File: config.mk
export PLATFORM = sky130hd
export DESIGN_NAME = reset_source_ctrl
export DESIGN_NICKNAME = d
export VERILOG_FILES = /design/src/rtl/rsc_pkg.sv /design/src/rtl/rsc_pin_filter.sv /design/src/rtl/rsc_stretch.sv /design/src/rtl/rsc_status.sv /design/src/rtl/reset_source_ctrl.sv
export SDC_FILE = /design/constraint.sdc
export NUM_CORES = 1
export LEC_CHECK = 0
export ABC_CLOCK_PERIOD_IN_PS = 1400
export BUFFER_PORTS_ARGS = -buffer_cell sky130_fd_sc_hd__buf_2
export CORE_MARGIN = 1
export CORE_UTILIZATION = 44
export DETAILED_ROUTE_END_ITERATION = 10
export PLACE_DENSITY = 0.75
export SLEW_MARGIN = 20
export SYNTH_ARGS = -nofsm -noshare
export SYNTH_HDL_FRONTEND = slang
export SYNTH_SLANG_ARGS = --single-unit
File: constraint.sdc
create_clock -name clk_i -period 1.4 [get_ports clk_i]
set_clock_uncertainty 0.15 [all_clocks]
set_input_delay 0.07 -clock clk_i [delete_from_list [all_inputs] [get_ports clk_i]]
set_output_delay 0.07 -clock clk_i [all_outputs]
set_load 0.01 [all_outputs]
File: src/rtl/rsc_pkg.sv
package rsc_pkg;
  localparam int unsigned STAT_W = 8;
  localparam int unsigned VEC_W  = 16;
  // status bit positions
  localparam int unsigned B_POR  = 7;
  localparam int unsigned B_PIN  = 6;
  localparam int unsigned B_WDOG = 5;
  localparam int unsigned B_IOP  = 4;
  localparam int unsigned B_IAD  = 3;
  localparam int unsigned B_LVI  = 2;
  localparam logic [VEC_W-1:0] VEC_USR_HI = 16'hFFFE;
  localparam logic [VEC_W-1:0] VEC_USR_LO = 16'hFFFF;
  localparam logic [VEC_W-1:0] VEC_MON_HI = 16'hFEFE;
  localparam logic [VEC_W-1:0] VEC_MON_LO = 16'hFEFF;

  typedef struct packed {
    logic por;
    logic wdog;
    logic iop;
    logic iad;
    logic lvi;
  } int_req_t;
endpackage

File: src/rtl/rsc_pin_filter.sv
module rsc_pin_filter #(
  parameter int unsigned SYNC_STAGES = 2,
  parameter int unsigned PIN_MIN     = 67
) (
  input  logic clk_i,
  input  logic rst_ni,
  input  logic pin_ni,
  output logic low_o,
  output logic hit_o
);
  localparam int unsigned CW = $clog2(PIN_MIN + 1);
  localparam logic [CW-1:0] CMAX = CW'(PIN_MIN);

  logic [SYNC_STAGES-1:0] sync_q;
  logic [CW-1:0]          cnt_q;

  always_ff @(posedge clk_i or negedge rst_ni) begin
    if (!rst_ni) sync_q <= '1;
    else         sync_q <= {sync_q[SYNC_STAGES-2:0], pin_ni};
  end

  assign low_o = ~sync_q[SYNC_STAGES-1];
  // one-shot on the sample that reaches the minimum width
  assign hit_o = low_o && (cnt_q == CMAX - CW'(1));

  always_ff @(posedge clk_i or negedge rst_ni) begin
    if (!rst_ni)          cnt_q <= '0;
    else if (!low_o)      cnt_q <= '0;
    else if (cnt_q != CMAX) cnt_q <= cnt_q + CW'(1);
  end
endmodule

File: src/rtl/rsc_stretch.sv
module rsc_stretch #(
  parameter int unsigned HOLD = 32
) (
  input  logic clk_i,
  input  logic rst_ni,
  input  logic pin_low_i,
  input  logic int_any_i,
  input  logic mask_src_i,
  output logic hold_o,
  output logic int_o,
  output logic mask_o
);
  localparam int unsigned HW = $clog2(HOLD + 1);

  logic [HW-1:0] cnt_q;
  logic          hold_q, int_q, mask_q;
  logic          src, ending;

  assign src    = pin_low_i | int_any_i;
  assign ending = !src && (cnt_q == HW'(1));

  always_ff @(posedge clk_i or negedge rst_ni) begin
    if (!rst_ni) begin
      cnt_q  <= '0;
      hold_q <= 1'b0;
      int_q  <= 1'b0;
      mask_q <= 1'b0;
    end else begin
      if (src) begin
        cnt_q  <= HW'(HOLD);
        hold_q <= 1'b1;
      end else if (cnt_q != '0) begin
        cnt_q  <= cnt_q - HW'(1);
        hold_q <= !ending;
      end
      if (int_any_i)   int_q <= 1'b1;
      else if (ending) int_q <= 1'b0;
      if (mask_src_i)  mask_q <= 1'b1;
      else if (ending) mask_q <= 1'b0;
    end
  end

  assign hold_o = hold_q;
  assign int_o  = int_q;
  assign mask_o = mask_q;
endmodule

File: src/rtl/rsc_status.sv
module rsc_status
  import rsc_pkg::*;
(
  input  logic              clk_i,
  input  logic              rst_ni,
  input  logic              por_i,
  input  logic [STAT_W-1:0] set_i,
  input  logic              rd_i,
  output logic [STAT_W-1:0] stat_o
);
  logic              rd_q;
  logic [STAT_W-1:0] stat_q;

  always_ff @(posedge clk_i or negedge rst_ni) begin
    if (!rst_ni) begin
      rd_q   <= 1'b0;
      stat_q <= '0;
    end else begin
      rd_q <= rd_i;
      if (por_i) stat_q <= STAT_W'(1) << B_POR;
      else       stat_q <= (rd_q ? '0 : stat_q) | set_i;
    end
  end

  assign stat_o = stat_q;
endmodule

File: src/rtl/reset_source_ctrl.sv
module reset_source_ctrl
  import rsc_pkg::*;
#(
  parameter int unsigned SYNC_STAGES = 2,
  parameter int unsigned PIN_MIN     = 67,
  parameter int unsigned HOLD        = 32
) (
  input  logic              clk_i,
  input  logic              rst_ni,
  input  logic              pin_rst_ni,
  input  logic              por_req_i,
  input  logic              wdog_req_i,
  input  logic              lvi_req_i,
  input  logic              ill_op_req_i,
  input  logic              ill_addr_req_i,
  input  logic              monitor_i,
  input  logic              stat_rd_i,
  output logic              irst_o,
  output logic              psc_clr_o,
  output logic [VEC_W-1:0]  vec_hi_o,
  output logic [VEC_W-1:0]  vec_lo_o,
  output logic [STAT_W-1:0] status_o
);
  int_req_t          req;
  logic              int_any, pin_low, pin_hit, hold, mask, mask_src;
  logic [STAT_W-1:0] set_vec;

  assign req      = '{por: por_req_i, wdog: wdog_req_i, iop: ill_op_req_i,
                      iad: ill_addr_req_i, lvi: lvi_req_i};
  assign int_any  = |req;
  assign mask_src = req.por | req.lvi;

  rsc_pin_filter #(.SYNC_STAGES(SYNC_STAGES), .PIN_MIN(PIN_MIN)) u_pin (
    .clk_i, .rst_ni, .pin_ni(pin_rst_ni), .low_o(pin_low), .hit_o(pin_hit)
  );

  rsc_stretch #(.HOLD(HOLD)) u_hold (
    .clk_i, .rst_ni, .pin_low_i(pin_low), .int_any_i(int_any),
    .mask_src_i(mask_src), .hold_o(hold), .int_o(psc_clr_o), .mask_o(mask)
  );

  always_comb begin
    set_vec         = '0;
    set_vec[B_PIN]  = pin_hit & ~mask & ~mask_src;
    set_vec[B_WDOG] = req.wdog;
    set_vec[B_IOP]  = req.iop;
    set_vec[B_IAD]  = req.iad;
    set_vec[B_LVI]  = req.lvi;
  end

  rsc_status u_stat (
    .clk_i, .rst_ni, .por_i(req.por), .set_i(set_vec), .rd_i(stat_rd_i),
    .stat_o(status_o)
  );

  // pin low asserts reset without waiting for a clock
  assign irst_o   = hold | ~pin_rst_ni;
  assign vec_hi_o = monitor_i ? VEC_MON_HI : VEC_USR_HI;
  assign vec_lo_o = monitor_i ? VEC_MON_LO : VEC_USR_LO;
endmodule

==> flow_summary_export.csv, run 1 <==
group,metric,value,unit
run_status,status,"finished with violations",
run,max_cap_viol_count,0,
place,gp_congestion,0.856,
synthesis,synth_area,0.00147,mm2
routing,num_vias,1098,
power,ir_drop,0.588,mV
floorplanning,start_util,47.3,%
sta,setup_viol,3,
critical_path,cp-end-kind,"register",
sta,fin_crit_sh,102,%
power,p_comb_share,16.2,%
power,p_per_area,715,mW/mm2
power,p_leak,0.852,nW
routing,dr.pass1.iters,5,
grt,grt.total_usage,15.9,%
floorplanning,die_height,59.8,um
clock_network,clk_path_buf_depth,2,
routing,wl,2920,um
finish,layout_common_cells,"conb_1 (32), dfrtp_1 (20), buf_2 (19)",
finish,finalNetCount,208,
power,p_int,0.942,mW
critical_path,r2r_start,"u_hold.cnt_q[0]",
clock_network,htreeDepth,1,
synthesis,ys.flop_type,"dfrtp_1",
sta,slew_violations,0,
synthesis,syn_avg_cell_area,9.86,um2
sta,period_needed,1.42,ns
floorplanning,ioPinCount,52,
sta,rsz0062_at_grt,"true",
critical_path,rr_worst_depth,3,
floorplanning,fp.coreArea,0.00310,mm2
sta,relSlewSlack,62.0,%
clock_network,insertion_delay,0.31,ns
sta,hold_violations,0,
grt,grt_antenna_before_repair,0,
grt,grt_max_degree,26,
critical_path,cp-start-kind,"register",
routing,routed_via_density,4.65,
grt,grt_pass1_vias,1014,
finish,n_antenna_cell,0,
sta,max_slew.worst_pin.slew,0.570,ns
finish,fin_area,0.00181,mm2
sta,setup_slack,-0.0238,ns
min_path,hold_path.class,"in -> reg",
synthesis,syn-instance-count,149,
synthesis,yosysSeqAreaShare,42.8,%
grt,grt_overflow_total,0,
grt,grt_pass1_wl,4310,um
power,power.share.sequential,59.3,%
sta,fin_setup_tns,-0.0504,ns
place,dp_hpwl,1890,um
clock_network,cts_tree,"built",
synthesis,synth_seq_cells,25,
place,port_buffers,19,
critical_path,path_class,"reg -> reg",
critical_path,crit_fanout,3,
power,p_switching,0.353,mW
finish,layout-drive-gt1-share,35.9,%
floorplanning,dieWidth,59.8,um
critical_path,r2r_end,"u_hold.cnt_q[3]",
routing,drtAntennaViolNets,0,
synthesis,ys_async_sr_fraction,100,%
clock_network,clkSlewWorstSetupHoldPaths,0.13,ns
routing,drt_iter0_drc,49,
power,netSwitchingFraction,27.2,%
sta,worst_hold_slack,0.0276,ns
critical_path,arrival,1.52,ns
routing,route.detailed.drc,0,
synthesis,yosysWarnings,0,
floorplanning,rows,20,
floorplanning,die_area,0.00357,mm2
critical_path,setup.worst_path.start,"u_hold.cnt_q[0]",
critical_path,cp-endpoint,"u_hold.cnt_q[3]",
sta,fmax,0.702,GHz
clock_network,cts_inserted_buffers,3,
critical_path,cp_data_required_time,1.50,ns
routing,wl_per_cell,12.4,um
finish,final_common_cell,"conb_1",
synthesis,yosys.cell_types.count,36,
finish,syn_to_final_growth,23.2,%
clock_network,cts_sinks,25,
power,p_clk_share,24.5,%
place,post_dp_cell_area,0.00155,mm2
synthesis,synth_edf_count,0,
run_status,violations,"negative setup slack",
clock_network,root_buffer,"clkbuf_4",
critical_path,rrSetupSlack,-0.02,ns
==> layout make-up <==
| type | instances | area [um2] |
|---|---|---|
| inverter | 8 | 30.0 |
| fill | 259 | 1290 |
| timing repair buffer | 44 | 308 |
| tap | 44 | 55.1 |
| sequential | 25 | 632 |
| clock buffer | 4 | 26.3 |
| multi-input combinational | 111 | 758 |
==> repair_timing <==
item,in CTS,in global routing
setup buffers,3,3
gates resized for setup,7,16
endpoints found under the hold margin,39,0
gates cloned,0,0
pin swaps,2,9
endpoints found under the setup margin,9,13
hold buffers,9,0
==> cell usage after synthesis, types with 2 or more instances <==
cell type  instances  share of area (%)
or3_1              3                1.3
conb_1             2               0.51
nor2_1            10                2.6
a211o_1            2                1.2
dfrtp_1           23                 39
ha_1               5                4.3
a21o_1             3                1.5
nor3_1             4                1.4
o21ai_0            2               0.68
and3_1             2               0.85
buf_4             33                 17
nor4_4             2                2.9
dfstp_2            2                3.6
nand2_1            7                1.8
a21oi_1           13                4.4
nand3_1            7                2.4
nand3b_1           2                1.0
inv_1              8                2.0
xor2_1             2                1.2
==> logic make-up after synthesis <==
| logic type | synth area share (%) |
|---|---|
| xor gates and xnor gates | 1.79 |
| and+or+nand+nor | 18.1 |
| AOI/OAI and AO/OA | 12.7 |
| adders and majority gates | 4.26 |
| DFF | 42.8 |
| other | 0.511 |
| buffers and inverters | 19.9 |
==> metal layers <==
layer | wire length, um | vias up | global-route usage [%]
met5 | 0 | - | 0
met1 | 1200 | 531 | 18.1
met4 | 10 | 0 | 2.99
met3 | 97 | 2 | 3.90
li1 | - | 528 | -
met2 | 1610 | 37 | 30.0
==> worst max-delay path, cell delays in order (launching register included) <==
cell and delay [ns]:
dfrtp_1 0.43, or3_4 0.40, a211o_1 0.26, a21oi_2 0.12
==> sequential cells by signal, indices dropped and copies added (netlist names) <==
| name | flops |
|---|---|
| u_hold.cnt_q | 6 |
| u_hold.hold_o | 1 |
| u_hold.int_o | 1 |
| u_hold.mask_o | 1 |
| u_pin.cnt_q | 7 |
| u_pin.sync_q | 2 |
| u_stat.rd_q | 1 |
| u_stat.stat_o | 6 |
==> metrics by stage <==
step           total power [mW]  std cells  setup slack [ns]  util (%)
2_1_floorplan             0.947        179           -0.0288         -
3_3_place_gp              0.939        217         -0.000894      50.0
3_5_place_dp              0.948        217           -0.0564      50.0
4_1_cts                    1.30        233           -0.0227      55.4
5_1_grt                    1.35        236           -0.0660      58.3
6_report                   1.29        236           -0.0238      58.3
==> how the worst min path moves through the flow <==
stage	end	cells after the start	startpoint
after global placement	u_stat.stat_o[7]	1	rst_ni
after global routing	u_hold.cnt_q[5]	4	ill_addr_req_i
after CTS	u_stat.stat_o[6]	5	por_req_i
after floorplan	u_hold.cnt_q[0]	0	rst_ni
after detailed placement	u_stat.stat_o[3]	1	rst_ni
final	u_stat.stat_o[6]	5	por_req_i
==> power by group through the flow <==
stage	Combinational (mW)	Sequential, mW	Clock (mW)
after global routing	0.232	0.771	0.347
after floorplan	0.167	0.780	0
after CTS	0.197	0.767	0.336
after global placement	0.164	0.775	0
final	0.210	0.768	0.317
after detailed placement	0.170	0.778	0
No activity file was read; power rests on OpenSTA's default activity.
==> run 2: changes to the inputs <==
Settings changed: ABC_AREA set to 1.
==> run 2 against run 1 <==
Net effect:
- the flow now finishes without violations
- count of clock-buffer cells in the layout decreased by 1
- sequential share of layout area is 3.1 points higher
- area after synthesis is the same
- combinational power decreased by 11%
- global-route usage fell by 0.98 points
- worst setup slack gained 0.097 ns
- via count down 2.8%
- critical endpoint is now u_pin.cnt_q[6]
- largest cell class unchanged
==> flow_summary_export.csv, run 2 <==
group,metric,value,unit
finish,n_antenna_cell,0,
critical_path,path_class,"reg -> reg",
synthesis,synth_seq_cells,25,
power,p_per_area,768,mW/mm2
place,gp_congestion,0.908,
synthesis,yosysWarnings,0,
critical_path,crit_fanout,4,
grt,grt_pass1_vias,972,
synthesis,synthTopCellsByCount,"buf_4 (33), nand2_1 (25), dfrtp_1 (23), nor2_1 (17), inv_1 (13)",
floorplanning,die_height,59.8,um
sta,fmax,0.754,GHz
run_status,status,"complete, no violations",
critical_path,cp_data_required_time,1.48,ns
routing,routed_via_density,4.36,
routing,num_vias,1067,
clock_network,clkSlewWorstSetupHoldPaths,0.13,ns
sta,setup_viol,0,
power,p_leak,0.856,nW
grt,grt.total_usage,15.0,%
sta,slew_violations,0,
finish,largest_register_ffs,7,
synthesis,yosys.cell_types.count,25,
power,report.power.total,1.27,mW
finish,n_fill_cell,293,
clock_network,root_buffer,"clkbuf_4",
sta,rsz0062_at_grt,"true",
grt,grt_antenna_before_repair,0,
place,dp_hpwl,1740,um
critical_path,cp-end-kind,"register",
clock_network,clk_path_buf_depth,2,
synthesis,yosysSeqAreaShare,42.8,%
clock_network,insertion_delay,0.32,ns
finish,instances_no_fill,245,
finish,finalNetCount,217,
routing,wl_per_cell,9.85,um
place,port_buffers,19,
power,ir_drop,0.479,mV
grt,grt_pass1_wl,3950,um
synthesis,ys_top_cells_by_area,"dfrtp_1 (39%), buf_4 (17%), nand2_1 (6.4%)",
synthesis,yosys.area.top_type,"dfrtp_1",
synthesis,synth.area.mux_share,0,%
synthesis,synth_compound_area_share,4.34,%
floorplanning,die_area,0.00357,mm2
critical_path,cp-start-kind,"register",
synthesis,synth_edf_count,0,
critical_path,setup.worst_path.start,"u_pin.cnt_q[0]",
synthesis,yosys.area_share.simple,23.7,%
floorplanning,ioPinCount,52,
synthesis,ys_async_sr_fraction,100,%
sta,max_slew.worst_pin.slew,0.540,ns
synthesis,syn_avg_cell_area,8.74,um2
critical_path,arrival,1.41,ns
floorplanning,rows,20,
sta,hold_violations,0,
floorplanning,dieWidth,59.8,um
min_path,hold_path.class,"in -> async",
critical_path,r2r_start,"u_pin.cnt_q[0]",
clock_network,cts_sinks,25,
grt,grt_max_degree,26,
finish,top_register,"u_pin.cnt_q",
sta,fin_crit_sh,94.8,%
synthesis,synthMostInstantiatedCell,"buf_4",
sta,period_needed,1.33,ns
synthesis,synth_top_family_by_area,"simple AND/OR/NAND/NOR gates",
grt,grt_overflow_total,0,
clock_network,cts_inserted_buffers,3,
synthesis,synth_area,0.00147,mm2
floorplanning,start_util,47.3,%
routing,dr.pass1.iters,4,
synthesis,syn-instance-count,168,
finish,layout_common_cells,"conb_1 (32), nand2_1 (25), dfrtp_1 (23)",
place,dp_cells,229,
run,max_cap_viol_count,0,
floorplanning,fp.coreArea,0.00310,mm2
routing,drtAntennaViolNets,0,
clock_network,cts_tree,"built",
sta,relSlewSlack,64.0,%
finish,syn_to_final_growth,12.4,%
routing,route.detailed.drc,0,
synthesis,synth-adder-area-share,4.26,%
finish,layout-drive-gt1-share,26.9,%
synthesis,yosysTopAreaCellShare,39.2,%
routing,drt_iter0_drc,18,
critical_path,rr_worst_depth,5,
synthesis,synth-xor-area-share,2.39,%
clock_network,htreeDepth,1,
finish,final_common_cell,"conb_1",
routing,wl,2410,um
synthesis,ys.flop_type,"dfrtp_1",
-- run 2: cells by family after synthesis --
family / count (synthesis)
buf+inv: 51
fa+ha+maj: 5
xor+xnor: 4
other cells: 2
simple gates: 69
flops: 25
compound gates: 12
-- run 2: what timing repair did --
action | in CTS | in global routing
hold buffers | 8 | 0
gates resized for setup | 0 | 10
hold endpoints to repair | 39 | 0
buffers inserted | 0 | 4
setup endpoints to repair | 0 | 8
-- run 2: final cells by class --
cell class                 instances  area [um2]  share of cell area [%]
inverter                          17        66.3                    4.02
tap                               44        55.1                    3.33
multi-input combinational        122         654                    39.6
timing repair buffer              33         220                    13.3
sequential                        25         628                    38.0
clock buffer                       3        22.5                    1.36
clock inverter                     1        5.00                   0.303
-- run 2: final timing paths --
| check | to | slack (ns) |
|---|---|---|
| worst min-delay path | u_pin.cnt_q[2] | 0.1 |
| worst max-delay path | u_pin.cnt_q[6] | 0.07 |
| worst min register to register | u_pin.sync_q[1] | 0.22 |
| worst max register to register | u_pin.cnt_q[6] | 0.07 |
| max in group asynchronous | u_pin.sync_q[1] | 0.63 |
| min in group clk_i | u_pin.sync_q[1] | 0.22 |
-- run 2: metal layers --
metal	share of wire (%)	GRT usage, %
met3	4.7	3.25
met2	51	27.6
met4	1.5	5.98
met1	43	16.5
met5	0	0
-- run 2: report_power, final --
part | switching, mW | leakage, nW | internal, mW
logic | 0.121 | 0.530 | 0.0665
clock network | 0.211 | 0.0177 | 0.107
registers | 0.0168 | 0.308 | 0.746
-- run 2: critical path, stage by stage (launching register included) --
cell and delay (ns):
dfrtp_1 0.42, ha_2 0.23, nand3_1 0.12, nor2_1 0.13, xor2_1 0.15, nor2_1 0.05
-- run 2: per-stage QoR --
| step | setup WS (ns) | TNS, ns | hold slack (ns) | util (%) | instance area [um2] |
|---|---|---|---|---|---|
| after CTS | 0.0347 | 0 | 0.109 | 51.4 | 1600 |
| after global routing | -0.0109 | -0.0227 | 0.125 | 53.2 | 1650 |
| after detailed placement | 0.0521 | 0 | -0.0528 | 47.9 | 1490 |
| after global placement | 0.0873 | 0 | -0.0588 | 47.9 | 1490 |
| final | 0.0731 | 0 | 0.0979 | 53.2 | 1650 |
| after floorplan | 0.115 | 0 | -0.376 | - | 1580 |
==> run 3: changes to the inputs <==
Settings changed: BUFFER_PORTS_ARGS -buffer_cell sky130_fd_sc_hd__buf_2 to -buffer_cell sky130_fd_sc_hd__buf_4.
==> run 3 against run 2 <==
Net effect:
- worst hold slack got worse by 0.068 ns
- combinational power increased by 6%
- highest routed layer unchanged
- sequential share of layout area is 1.6 points lower
- first-iteration DRC count grew 28%
==> flow_summary_export.csv, run 3 (synthesis results as in run 2) <==
group,metric,value,unit
grt,grt_overflow_total,0,
critical_path,cp-start-kind,"register",
clock_network,root_buffer,"clkbuf_4",
run_status,status,"complete, no violations",
grt,grt_pass1_vias,900,
critical_path,crit_fanout,3,
clock_network,htreeDepth,1,
sta,hold_violations,0,
critical_path,path_class,"reg -> reg",
sta,period_needed,1.37,ns
sta,fin_crit_sh,97.8,%
routing,num_vias,1058,
floorplanning,rows,20,
clock_network,cts_tree,"built",
routing,drtAntennaViolNets,0,
finish,layout-drive-gt1-share,26.4,%
power,ir_drop,0.381,mV
floorplanning,start_util,47.3,%
clock_network,cts_inserted_buffers,3,
finish,multi_input_area,679,um2
place,pre_cts_slack,0.0423,ns
finish,instances_no_fill,245,
routing,dr.pass1.iters,4,
finish,final_common_cell,"conb_1",
floorplanning,fp.coreArea,0.00310,mm2
finish,syn_to_final_growth,17.3,%
routing,wl_per_cell,9.56,um
clock_network,insertion_delay,0.31,ns
sta,slew_violations,0,
floorplanning,dieWidth,59.8,um
grt,grt.total_usage,13.8,%
routing,route.detailed.drc,0,
clock_network,clkSlewWorstSetupHoldPaths,0.13,ns
finish,n_antenna_cell,0,
routing,drt_iter0_drc,23,
finish,n_fill_cell,290,
power,report.power.total,1.28,mW
clock_network,cts_sinks,25,
sta,setup_viol,0,
critical_path,cp-end-kind,"register",
grt,grt_pass1_wl,3660,um
min_path,hold_path.class,"in -> async",
finish,top_register,"u_pin.cnt_q",
finish,finalNetCount,217,
finish,layout_common_cells,"conb_1 (32), nand2_1 (25), buf_4 (25)",
power,p_leak,0.874,nW
floorplanning,die_height,59.8,um
place,port_buffers,19,
routing,routed_via_density,4.32,
place,dp_hpwl,1660,um
critical_path,timing.critical_path.mode_cell,"nand2_1",
floorplanning,die_area,0.00357,mm2
critical_path,crit_path_cell_trace,"buf_4 -> nand3_1 -> nor3_1 -> nand2_1 -> nand2_1 -> nor2_1",
sta,worst_hold_slack,0.0303,ns
run,max_cap_viol_count,0,
critical_path,cp_top_family,"simple AND/OR/NAND/NOR gates",
routing,wl,2340,um
floorplanning,ioPinCount,52,
finish,regArea,628,um2
critical_path,slowest_delay,0.45,ns
grt,grt_max_degree,26,
critical_path,critical_path_buf_inv_count,1,
critical_path,arrival,1.44,ns
critical_path,cp_data_required_time,1.47,ns
finish,largest_register_ffs,7,
sta,fmax,0.730,GHz
place,dp_cells,228,
place,gp_congestion,0.886,
power,p_per_area,742,mW/mm2
critical_path,slowest_stage,"dfrtp_1",
sta,setup_slack,0.0307,ns
clock_network,clk_path_buf_depth,2,
grt,grt_antenna_before_repair,0,
-- run 3: stage by stage --
stage               setup TNS (ns)  utilization, %  cell area (um2)
global placement                 0            49.2             1530
floorplan                        0               -             1580
finish                           0            55.5             1720
detailed placement               0            49.2             1530
global route                -0.106            55.5             1720
CTS                              0            52.7             1630
-- run 3: cell type report --
cell class	count	area share [%]
well taps	44	3.20
inverters	17	3.85
repair buffers	33	15.5
clock buffers	4	1.53
flip-flops and latches	25	36.5
multi-input cells	122	39.4
-- run 3: worst paths after layout --
check                                start          endpoint  slack [ns]  cells after the start
max in group asynchronous           rst_ni   u_pin.sync_q[0]        0.77                      2
hold / removal                      rst_ni  u_stat.stat_o[4]        0.03                      2
hold reg to reg            u_pin.sync_q[0]   u_pin.sync_q[1]        0.21                      0
setup / recovery            u_pin.cnt_q[1]    u_pin.cnt_q[5]        0.03                      6
setup reg to reg            u_pin.cnt_q[1]    u_pin.cnt_q[5]        0.03                      6
min in group clk_i         u_pin.sync_q[0]   u_pin.sync_q[1]        0.21                      0
-- run 3: routing by layer --
metal	track usage (%)	part of all wire (%)	vias up
li1	-	-	528
met1	16.5	46	483
met2	23.5	48	43
met3	2.16	4.8	4
met4	7.97	2.1	0
met5	0	0	-
-- run 3: power by group --
| part | switching (mW) | internal [mW] |
|---|---|---|
| registers | 0.0195 | 0.746 |
| clock network | 0.202 | 0.111 |
| logic | 0.119 | 0.0797 |
| total | 0.341 | 0.937 |
-- run 3: what timing repair did --
action                                  CTS  global route
endpoints found under the setup margin    0             9
resized for setup                         0            12
hold endpoints to repair                 40             0
setup buffers                             0             5
hold buffers                              8             0
